--- src/rtl/ubt_pkg.sv ---
package ubt_pkg;

    localparam int unsigned UBT_WIDTH = 20;

    typedef enum logic [2:0] {
        MODE_RESET   = 3'd0,
        MODE_PASS    = 3'd1,
        MODE_HOLD    = 3'd2,
        MODE_CLOCKED = 3'd3,
        MODE_TEST    = 3'd4
    } ubt_mode_e;

endpackage

--- src/rtl/ubt_clk_edge.sv ---
module ubt_clk_edge (
    input  logic clk,
    input  logic rst_n,
    input  logic bus_clk,
    output logic rise
);

    logic prev_q;

    // Reset value 1: a bus clock already high at reset release is no edge.
    always_ff @(posedge clk or negedge rst_n) begin
        if (!rst_n) begin
            prev_q <= 1'b1;
        end else begin
            prev_q <= bus_clk;
        end
    end

    always_comb begin
        rise = bus_clk & ~prev_q;
    end


    rise_single_chk: assert property (@(posedge clk) disable iff (!rst_n)
        rise |=> !rise);

endmodule

--- src/rtl/ubt_mode_ctrl.sv ---
module ubt_mode_ctrl
    import ubt_pkg::*;
(
    input  logic      clk,
    input  logic      rst_n,
    input  logic      test_mode,
    input  logic      pass_en,
    input  logic      cap_n,
    input  logic      rise,
    output ubt_mode_e mode_now,
    output ubt_mode_e mode_q,
    output logic      live,
    output logic      show_input,
    output logic      load
);

    ubt_mode_e mode_d;

    always_comb begin
        if (test_mode) begin
            mode_d = MODE_TEST;
        end else if (pass_en) begin
            mode_d = MODE_PASS;
        end else if (!cap_n) begin
            mode_d = MODE_CLOCKED;
        end else begin
            mode_d = MODE_HOLD;
        end
    end

    always_ff @(posedge clk or negedge rst_n) begin
        if (!rst_n) begin
            mode_q <= MODE_RESET;
        end else begin
            mode_q <= mode_d;
        end
    end

    always_comb begin
        mode_now   = mode_d;
        live       = (mode_q != MODE_RESET);
        show_input = 1'b0;
        load       = 1'b0;
        unique case (mode_d)
            MODE_PASS: begin
                show_input = 1'b1;
                load       = 1'b1;
            end
            MODE_CLOCKED: begin
                load = rise;
            end
            MODE_HOLD, MODE_TEST, MODE_RESET: begin
                load = 1'b0;
            end
            default: begin
                load = 1'b0;
            end
        endcase
    end


    test_no_load_chk: assert property (@(posedge clk) disable iff (!rst_n)
        test_mode |-> (!load && !show_input));

endmodule

--- src/rtl/ubt_store.sv ---
module ubt_store #(
    parameter int unsigned WIDTH = 20
) (
    input  logic             clk,
    input  logic             rst_n,
    input  logic             load,
    input  logic [WIDTH-1:0] d,
    output logic [WIDTH-1:0] q
);

    always_ff @(posedge clk or negedge rst_n) begin
        if (!rst_n) begin
            q <= '0;
        end else if (load) begin
            q <= d;
        end
    end

endmodule

--- src/rtl/ubt_channel.sv ---
module ubt_channel
    import ubt_pkg::*;
#(
    parameter int unsigned WIDTH = 20
) (
    input  logic             clk,
    input  logic             rst_n,
    input  logic             test_mode,
    input  logic [WIDTH-1:0] d_in,
    input  logic             pass_en,
    input  logic             cap_n,
    input  logic             bus_clk,
    input  logic             drive_n,
    output logic [WIDTH-1:0] d_out,
    output logic [WIDTH-1:0] d_oe
);

    logic             rise;
    logic             live;
    logic             show_input;
    logic             load;
    logic             drive;
    logic [WIDTH-1:0] store_q;
    ubt_mode_e        mode_now;
    ubt_mode_e        mode_q;

    ubt_clk_edge u_edge (
        .clk     (clk),
        .rst_n   (rst_n),
        .bus_clk (bus_clk),
        .rise    (rise)
    );

    ubt_mode_ctrl u_mode (
        .clk        (clk),
        .rst_n      (rst_n),
        .test_mode  (test_mode),
        .pass_en    (pass_en),
        .cap_n      (cap_n),
        .rise       (rise),
        .mode_now   (mode_now),
        .mode_q     (mode_q),
        .live       (live),
        .show_input (show_input),
        .load       (load)
    );

    ubt_store #(.WIDTH(WIDTH)) u_store (
        .clk   (clk),
        .rst_n (rst_n),
        .load  (load),
        .d     (d_in),
        .q     (store_q)
    );

    always_comb begin
        drive = live && !drive_n && (mode_now != MODE_TEST);
    end

    for (genvar i = 0; i < WIDTH; i++) begin : g_bit
        always_comb begin
            d_out[i] = show_input ? d_in[i] : store_q[i];
            d_oe[i]  = drive;
        end
    end


    pass_fall_keep_chk: assert property (@(posedge clk) disable iff (!rst_n)
        ($past(rst_n) && $past(pass_en) && $past(!test_mode) && !pass_en && !test_mode)
        |-> (d_out == $past(d_in)));


    cap_off_hold_chk: assert property (@(posedge clk) disable iff (!rst_n)
        ($past(rst_n) && $past(!pass_en && cap_n && !test_mode) && !pass_en && !test_mode)
        |-> (d_out == $past(d_out)));


    static_clk_hold_chk: assert property (@(posedge clk) disable iff (!rst_n)
        ($past(rst_n) && $past(!pass_en && !rise && !test_mode) && !pass_en && !test_mode)
        |-> (d_out == $past(d_out)));


    edge_capture_chk: assert property (@(posedge clk) disable iff (!rst_n)
        ($past(rst_n) && $past(rise && !pass_en && !cap_n && !test_mode) && !pass_en && !test_mode)
        |-> (d_out == $past(d_in)));


    oe_uniform_chk: assert property (@(posedge clk) disable iff (!rst_n)
        ($countones(d_oe) == 0) || ($countones(d_oe) == WIDTH));


    test_oe_off_chk: assert property (@(posedge clk) disable iff (!rst_n)
        test_mode |-> (d_oe == '0));


    test_freeze_chk: assert property (@(posedge clk) disable iff (!rst_n)
        ($past(rst_n) && $past(test_mode) && test_mode) |-> (d_out == $past(d_out)));


    first_cycle_quiet_chk: assert property (@(posedge clk) disable iff (!rst_n)
        (mode_q == MODE_RESET) |-> (d_oe == '0));

endmodule

--- src/rtl/ubt_transceiver.sv ---
module ubt_transceiver
    import ubt_pkg::*;
#(
    parameter int unsigned WIDTH = UBT_WIDTH
) (
    input  logic             clk,
    input  logic             rst_n,
    input  logic             test_mode,
    input  logic [WIDTH-1:0] a_in,
    input  logic             ab_pass,
    input  logic             ab_cap_n,
    input  logic             ab_bus_clk,
    input  logic             ab_drive_n,
    output logic [WIDTH-1:0] b_out,
    output logic [WIDTH-1:0] b_oe,
    input  logic [WIDTH-1:0] b_in,
    input  logic             ba_pass,
    input  logic             ba_cap_n,
    input  logic             ba_bus_clk,
    input  logic             ba_drive_n,
    output logic [WIDTH-1:0] a_out,
    output logic [WIDTH-1:0] a_oe
);

    // two identical channels, each with its own controls
    ubt_channel #(.WIDTH(WIDTH)) u_ab (
        .clk       (clk),
        .rst_n     (rst_n),
        .test_mode (test_mode),
        .d_in      (a_in),
        .pass_en   (ab_pass),
        .cap_n     (ab_cap_n),
        .bus_clk   (ab_bus_clk),
        .drive_n   (ab_drive_n),
        .d_out     (b_out),
        .d_oe      (b_oe)
    );

    ubt_channel #(.WIDTH(WIDTH)) u_ba (
        .clk       (clk),
        .rst_n     (rst_n),
        .test_mode (test_mode),
        .d_in      (b_in),
        .pass_en   (ba_pass),
        .cap_n     (ba_cap_n),
        .bus_clk   (ba_bus_clk),
        .drive_n   (ba_drive_n),
        .d_out     (a_out),
        .d_oe      (a_oe)
    );


    ab_transparent_chk: assert property (@(posedge clk) disable iff (!rst_n)
        (ab_pass && !test_mode) |-> (b_out == a_in));


    ba_transparent_chk: assert property (@(posedge clk) disable iff (!rst_n)
        (ba_pass && !test_mode) |-> (a_out == b_in));

endmodule

--- config.mk ---
export PLATFORM = sky130hd
export DESIGN_NAME = ubt_transceiver
export DESIGN_NICKNAME = d
export VERILOG_FILES = /design/src/rtl/ubt_pkg.sv /design/src/rtl/ubt_clk_edge.sv /design/src/rtl/ubt_mode_ctrl.sv /design/src/rtl/ubt_store.sv /design/src/rtl/ubt_channel.sv /design/src/rtl/ubt_transceiver.sv
export SDC_FILE = /design/constraint.sdc
export NUM_CORES = 1
export LEC_CHECK = 0
export BUFFER_PORTS_ARGS = -buffer_cell sky130_fd_sc_hd__buf_2
export CORE_MARGIN = 4
export CORE_UTILIZATION = 47
export CTS_CLUSTER_DIAMETER = 40
export DETAILED_ROUTE_END_ITERATION = 6
export PLACE_DENSITY_LB_ADDON = 0.15
export SYNTH_ARGS = -nofsm -noshare
export SYNTH_HDL_FRONTEND = slang
export SYNTH_SLANG_ARGS = --single-unit
--- constraint.sdc ---
create_clock -name clk -period 2.3 [get_ports clk]
set_input_delay 0.345 -clock clk [delete_from_list [all_inputs] [get_ports clk]]
set_output_delay 0.345 -clock clk [all_outputs]
set_load 0.01 [all_outputs]
Word-level counts from Yosys, hierarchy flattened
Cells that the tools add are included.
{"block": "totals", "ff_bits": 48, "elab_cells": 74}
{"block": "op_classes", "eq_ne": 6, "muxes": 50, "n_bitwise": 4, "reduce_logical": 8}
{"operator": "2-to-1 mux 1 bit", "count": 44}
{"operator": "equality test 3 x 1 -> 1 bit (second input constant)", "count": 2}
{"operator": "equality test 3 x 2 -> 1 bit (second input constant)", "count": 2}
{"operator": "2-to-1 mux 3 bit", "count": 2}
{"operator": "inequality test 3 bit (second input constant)", "count": 2}
{"operator": "nonzero test 3 bit", "count": 2}
{"operator": "logical AND 1 bit", "count": 4}
{"operator": "2-to-1 mux 2 bit", "count": 2}
{"operator": "case mux 1 bit (2 select lines)", "count": 2}
{"operator": "bitwise AND 1 bit", "count": 2}
{"operator": "logical NOT 1 bit", "count": 2}
{"operator": "inverter 1 bit", "count": 2}

Longest topological paths before layout
Gate-level depths: netlist of run 1.
{"block": "depth", "depth_word": 6, "mapped_depth": 5}

Hierarchy
Synthesis of run 1 repeated with hierarchy kept, for this count alone.
{"block": "hier_totals", "hier_cells": 200, "area_unflattened_um2": 2935.3}
{"mod": "ubt_store", "instances": 2, "cells_each": 42, "area_each_um2": 823.3, "seq_area_each_um2": 500.5}
{"mod": "ubt_channel", "instances": 2, "cells_each": 45, "area_each_um2": 488.0, "seq_area_each_um2": 0.0}
{"mod": "ubt_mode_ctrl", "instances": 2, "cells_each": 11, "area_each_um2": 116.4, "seq_area_each_um2": 75.1}
{"mod": "ubt_clk_edge", "instances": 2, "cells_each": 2, "area_each_um2": 40.0, "seq_area_each_um2": 26.3}

Worst setup path after synthesis of run 1
Ideal clock, no wire load.
{"block": "synth_timing", "path_type": "in2out", "start": "input port test_mode", "end": "output port a_oe[0]", "arrival_time_ps": 1858, "setup_slack_ps": 97, "path_stages": 3, "path_buffers": 2, "path_cell_list": "buf_6 -> nor3_1 -> buf_4"}
{"block": "synth_via", "elab_chain_len": 3}
{"item": "start, declared", "line": "ubt_transceiver.sv:8", "source": "input logic test_mode,"}
{"item": "2-to-1 mux 3 bit", "line": "ubt_mode_ctrl.sv:20", "source": "if (test_mode) begin"}
{"item": "inequality test 3 bit", "line": "ubt_channel.sv:57", "source": "drive = live && !drive_n && (mode_now != MODE_TEST);"}
{"item": "logical AND 1 bit", "line": "ubt_channel.sv:57"}
{"item": "end, declared", "line": "ubt_transceiver.sv:22", "source": "output logic [WIDTH-1:0] a_oe"}
Every way passes these cells.

Worst setup path after layout of run 1
{"block": "layout_timing", "start": "input port test_mode", "end": "output port a_out[16]"}
{"block": "layout_via", "elab_chain_len": 4}
{"item": "2-to-1 mux 3 bit", "line": "ubt_mode_ctrl.sv:20"}
{"item": "equality test 3 x 1 -> 1 bit", "line": "ubt_mode_ctrl.sv:44", "source": "unique case (mode_d)"}
{"item": "2-to-1 mux 1 bit", "line": "ubt_mode_ctrl.sv:44"}
{"item": "2-to-1 mux 1 bit", "line": "ubt_channel.sv:62", "source": "d_out[i] = show_input ? d_in[i] : store_q[i];"}
{"item": "end, declared", "line": "ubt_transceiver.sv:21", "source": "output logic [WIDTH-1:0] a_out,"}
Every way passes these cells.

==> results_dict.tcl, run 1 <==
set metrics [dict create \
    drt_wl_total_microns 5010 \
    place.gp.congestion 0.705 \
    die_area_sq_mm 0.00708 \
    cts-resized-gates 0 \
    fmax_mhz 548 \
    tns_ns 0 \
    cts_root_buf "clkbuf_8" \
    io_buffers 130 \
    track_usage 0.141 \
    worstMarginPinSlew_ns 0.371 \
    areaGrowthSynthToFinish_pct 19.3 \
    core_sq_mm 0.00557 \
    dr_total_vias 1666 \
    start_kind "input pin" \
    synth_cell_type_count 14 \
    yosysWarnings 0 \
    final_common_cell "buf_2" \
    rows 27 \
    vias_per_cell 4.61 \
    cts_sinks 47 \
    cts_setup_buffers 0 \
    die_w_microns 84.1 \
    avgSynthCellArea_sq_um 14.2 \
    hold_buffers 0 \
    cts_buffer_depth 2 \
    drt_iter0_markers 32 \
    maxSlewViolCount 0 \
    cp_max_fo 21 \
    synthMuxAreaShare 0.386 \
    drc_errors 0 \
    arrival_ns 1.48 \
    cap_violations 0 \
    finalPower_w 0.00216 \
    yosys.area_share.simple 0.0367 \
    max-vdd-ir-drop_uv 309 \
    initial_utilization 0.489 \
    slew_headroom 0.753 \
    pin_count 131 \
    dp_hpwl_microns 3720 \
    synthXorXnorAreaFrac 0 \
    antenna_cells 0 \
    min_period_ns 1.82 \
    fin_crit_sh 0.793 \
    die_y_microns 84.1 \
    leakage_nw 1.75 \
    grt_max_degree 25 \
    ant_nets 0 \
    clk_pin_slew_ns 0.09 \
    endpoint_kind "primary output" \
    synth-seq-cells 47 \
    hold_viol 0 \
    p_per_area_mw_per_mm2 665 \
    grt_pass1_vias 1648 \
    grt_first_pass_wirelength_microns 7940 \
    synth_top_family_by_area "multiplexers" \
    grt-ovfl-total 0 \
    synthesis.nets 243 \
    ys_seq_area_frac 0.433 \
    synth_area_sq_mm 0.00272 \
    rr_startpoint "u_ba.u_edge.prev_q$_DFF_PN1_" \
    crit_start "test_mode" \
    h-tree-depth 2 \
    rsz0062_at_grt "false" \
    status "finished, final reports clean" \
    detail_route.wl_per_cell_microns 13.9 \
    first_pass_iters 2 \
    clock_latency_ns 0.30 \
    crit_type "input pin to primary output" \
    cp.required_ns 1.96 \
    numCtsBuffers 5 \
    fin_nets 339 \
    antenna_found_initial 0 \
    cts_tree "built" \
    layout.cells.most_common_list "130 x buf_2, 45 x dfrtp_1, 40 x mux2_2, 40 x mux2_4, 7 x buf_4" \
    synth_compound_area_frac 0.00367 \
    fin_skew_ns 0.0105 \
    synthAdderAreaFrac 0 \
    drive_gt1_frac 0.810 \
    syn_inst 192 \
    hold_class "input pin to async pin" \
    setup_viol 0 \
]
[per-stage QoR]
stage / hold WS, ns / instance area, sq um / std cells / utilization / worst slack [ns]
global placement: 0.351 / 3170 / 353 / 0.568 / 0.477
global route: 0.0524 / 3250 / 361 / 0.583 / 0.418
floorplan: 0.0494 / 2720 / 192 / - / 0.0966
finish: 0.0235 / 3250 / 361 / 0.583 / 0.475
CTS: 0.0318 / 3250 / 361 / 0.583 / 0.463
detailed placement: 0.357 / 3170 / 353 / 0.568 / 0.453
[critical path, cell delays in order]
cell	delay (ns)
buf_2	0.19
nor2b_2	0.13
buf_4	0.28
mux2_2	0.38
buf_2	0.14
[path summary, 6_finish.rpt]
kind | slack (ns) | to | cells after the start
max | 0.48 | a_out[16] | 5
min | 0.02 | u_ba.u_store.q[11]$_DFFE_PN0P_ | 2
max reg2reg | 0.82 | u_ba.u_store.q[15]$_DFFE_PN0P_ | 4
min reg2reg | 0.51 | u_ab.u_store.q[19]$_DFFE_PN0P_ | 1
max in group asynchronous | 1.99 | u_ba.u_edge.prev_q$_DFF_PN1_ | 2
min in group clk | 0.15 | u_ab.u_edge.prev_q$_DFF_PN1_ | 1
[report_power, final]
| group | switching [W] | internal, W | total, W |
|---|---|---|---|
| Sequential | 0.0000633 | 0.000946 | 0.00101 |
| Combinational | 0.000273 | 0.000398 | 0.000671 |
| Clock | 0.000272 | 0.000209 | 0.000481 |
| Total | 0.000608 | 0.00155 | 0.00216 |
[cell families after synthesis]
| group | after synthesis |
|---|---|
| buffers and inverters | 51 |
| flip-flops | 47 |
| AND/OR/NAND/NOR | 12 |
| AO/OA/AOI/OAI | 2 |
| multiplexers | 80 |
[routing by layer]
metal,part of all wire,global-route usage,up-vias
met2,0.47,0.227,79
li1,-,-,809
met4,0.0056,0.0424,0
met3,0.096,0.0424,2
met1,0.43,0.182,776
met5,0,0,-
[cell type report]
type | count | area [sq um]
multi-input combinational | 94 | 1170
inverter | 2 | 7.51
clock buffer | 5 | 68.8
clock inverter | 3 | 15.0
timing repair buffer | 138 | 723
tap | 72 | 90.1
fill | 487 | 2320
sequential | 47 | 1180
[Yosys cell counts]
master | number | area share
nor2b_1 | 2 | 0.0046
mux2_2 | 40 | 0.17
mux2_4 | 40 | 0.22
a21oi_1 | 2 | 0.0037
inv_1 | 2 | 0.0028
nor4b_4 | 2 | 0.017
dfrtp_1 | 45 | 0.41
buf_2 | 4 | 0.0073
nor2_2 | 2 | 0.0046
buf_6 | 5 | 0.021
buf_4 | 40 | 0.11
nor3_1 | 4 | 0.0073
dfstp_2 | 2 | 0.019
nor2_1 | 2 | 0.0028
[registers in the layout, indices dropped and copies added (netlist names)]
signal	cells
u_ab.u_mode.mode_q	3
u_ab.u_store.q	20
u_ba.u_mode.mode_q	2
u_ba.u_store.q	20
u_ba.u_edge.prev_q	1
u_ab.u_edge.prev_q	1
No activity file was read; power rests on OpenSTA's default activity.
==> run 2: changes to the inputs <==
- clock period: 2.3 -> 1.7 ns (I/O delays scaled with it)
==> run 2 against run 1 <==
  * Combinational power grew 38%
  * Final area grew 2.6%
  * Critical path depth is the same
==> results_dict.tcl, run 2 (same netlist as run 1, synthesis figures left out) <==
set metrics [dict create \
    die_y_microns 84.1 \
    worstMarginPinSlew_ns 0.468 \
    final_common_cell "buf_2" \
    switching_power_w 0.000800 \
    cts_buffer_depth 2 \
    cp.required_ns 1.44 \
    cts_sinks 47 \
    detail_route.wl_per_cell_microns 13.7 \
    numCtsBuffers 5 \
    max_stage_delay_ns 0.35 \
    cts_root_buf "clkbuf_8" \
    areaGrowthSynthToFinish_pct 22.4 \
    fin_nets 341 \
    busiest_layer "met2" \
    clk_pin_slew_ns 0.08 \
    placed_area_sq_mm 0.00322 \
    critPathTopFamily "buffers and inverters" \
    clock_power_share 0.237 \
    first_pass_iters 2 \
    drc_errors 0 \
    hold_viol 0 \
    utilization 0.598 \
    h-tree-depth 2 \
    dr_total_vias 1680 \
    p_seq_frac 0.455 \
    fmax_mhz 649 \
    finalInstanceArea_sq_mm 0.00333 \
    antenna_found_initial 0 \
    grt_first_pass_wirelength_microns 8130 \
    grt_use_met2 0.243 \
    pin_count 131 \
    dp_hpwl_microns 3820 \
    grt_pass1_vias 1710 \
    cts-resized-gates 0 \
    place_ws_ns 0.145 \
    initial_utilization 0.489 \
    whs_ns 0.0854 \
    clock_latency_ns 0.29 \
    p_comb_frac 0.307 \
    p_per_area_mw_per_mm2 902 \
    cts_tree "built" \
    core_sq_mm 0.00557 \
    globalRouteMet1Util 0.172 \
    rsz0062_at_grt "false" \
    tns_ns 0 \
    hold_class "input pin to register" \
    die_area_sq_mm 0.00708 \
    switching_share 0.266 \
    slew_headroom 0.688 \
    drt_wl_total_microns 4960 \
    path_buf_inv 3 \
    rows 27 \
    cp_max_fo 21 \
    cts_setup_buffers 0 \
    max-vdd-ir-drop_uv 557 \
    worst_slack_ns 0.158 \
    leakage_nw 1.78 \
    vias_per_cell 4.63 \
    cellInternalPower_w 0.00221 \
    fin_skew_ns 0.00948 \
    grt-ovfl-total 0 \
    crit_chain "buf_2 > nor2b_2 > buf_12 > mux2_2 > buf_2" \
    fin_crit_sh 0.907 \
    arrival_ns 1.29 \
    status "finished, final reports clean" \
    start_kind "input pin" \
    antenna_cells 0 \
    place.gp.congestion 0.724 \
    die_w_microns 84.1 \
    drive_gt1_frac 0.804 \
    grt_max_degree 22 \
    endpoint_kind "primary output" \
    min_period_ns 1.54 \
    top_regs "u_ab.u_store.q x20, u_ba.u_store.q x20, u_ab.u_mode.mode_q x3" \
    setup_viol 0 \
    drt_iter0_markers 13 \
    crit_path_top_delay_cell "mux2_2" \
    cap_violations 0 \
    path_common_cell "buf_2" \
    layout.cells.most_common_list "130 x buf_2, 45 x dfrtp_1, 40 x mux2_2, 40 x mux2_4, 7 x clkbuf_8" \
    maxSlewViolCount 0 \
    crit_type "input pin to primary output" \
    met3_usage 0.0415 \
    track_usage 0.139 \
    io_buffers 130 \
    ant_nets 0 \
]
-- run 2: changes by cell type in the layout (fill, tap and decap cells not counted), sizes merged --
cell,before,now
buf,138,139
clkbuf,5,8
clkinv,3,0
dlygate4sd3,0,1
-- run 2: worst paths after layout --
| kind | cells after the start | slack (ns) | end | start |
|---|---|---|---|---|
| setup reg to reg | 4 | 0.32 | u_ba.u_store.q[6]$_DFFE_PN0P_ | u_ba.u_edge.prev_q$_DFF_PN1_ |
| hold / removal | 1 | 0.09 | u_ba.u_edge.prev_q$_DFF_PN1_ | ba_bus_clk |
| max in group asynchronous | 3 | 0.75 | u_ab.u_store.q[7]$_DFFE_PN0P_ | rst_n |
| min in group asynchronous | 2 | 0.45 | u_ba.u_store.q[2]$_DFFE_PN0P_ | rst_n |
| hold reg to reg | 1 | 0.51 | u_ab.u_store.q[1]$_DFFE_PN0P_ | u_ab.u_store.q[1]$_DFFE_PN0P_ |
| setup / recovery | 5 | 0.16 | b_out[1] | test_mode |
-- run 2: power by group through the flow --
stage | sequential (W) | clock, W | combinational, W
2_1_floorplan | 0.00136 | 0 | 0.000679
3_3_place_gp | 0.00139 | 0 | 0.000929
3_5_place_dp | 0.00138 | 0 | 0.000943
4_1_cts | 0.00137 | 0.000739 | 0.000942
5_1_grt | 0.00139 | 0.000787 | 0.00100
6_report | 0.00137 | 0.000714 | 0.000924
-- run 2: worst register-to-register path, stage by stage (launching register included) --
cell     delay [ns]
dfstp_2        0.55
nor4b_4        0.05
nor2_2         0.14
buf_12         0.21
mux2_4         0.33
-- run 2: cell type report --
type / instances / area (sq um)
clock buffer: 8 / 100
sequential: 47 / 1180
tap: 72 / 90.1
inverter: 2 / 7.51
fill: 463 / 2240
timing repair buffer: 140 / 791
multi-input combinational: 94 / 1170
-- run 2: layer usage --
layer	wire, microns	vias to the layer above
met3	463	2
met4	24	0
met1	2110	791
met5	0	-
met2	2370	75
li1	-	812
-- run 2: timing repair --
action                                  in CTS  in global routing
endpoints found under the hold margin       16                  0
hold buffers                                 1                  0
endpoints found under the setup margin       0                  0
-- run 2: metrics by stage --
| stage | total power (W) | cells |
|---|---|---|
| after floorplan | 0.00204 | 192 |
| after global placement | 0.00231 | 354 |
| after detailed placement | 0.00232 | 354 |
| after CTS | 0.00305 | 363 |
| after global routing | 0.00318 | 363 |
| final | 0.00301 | 363 |
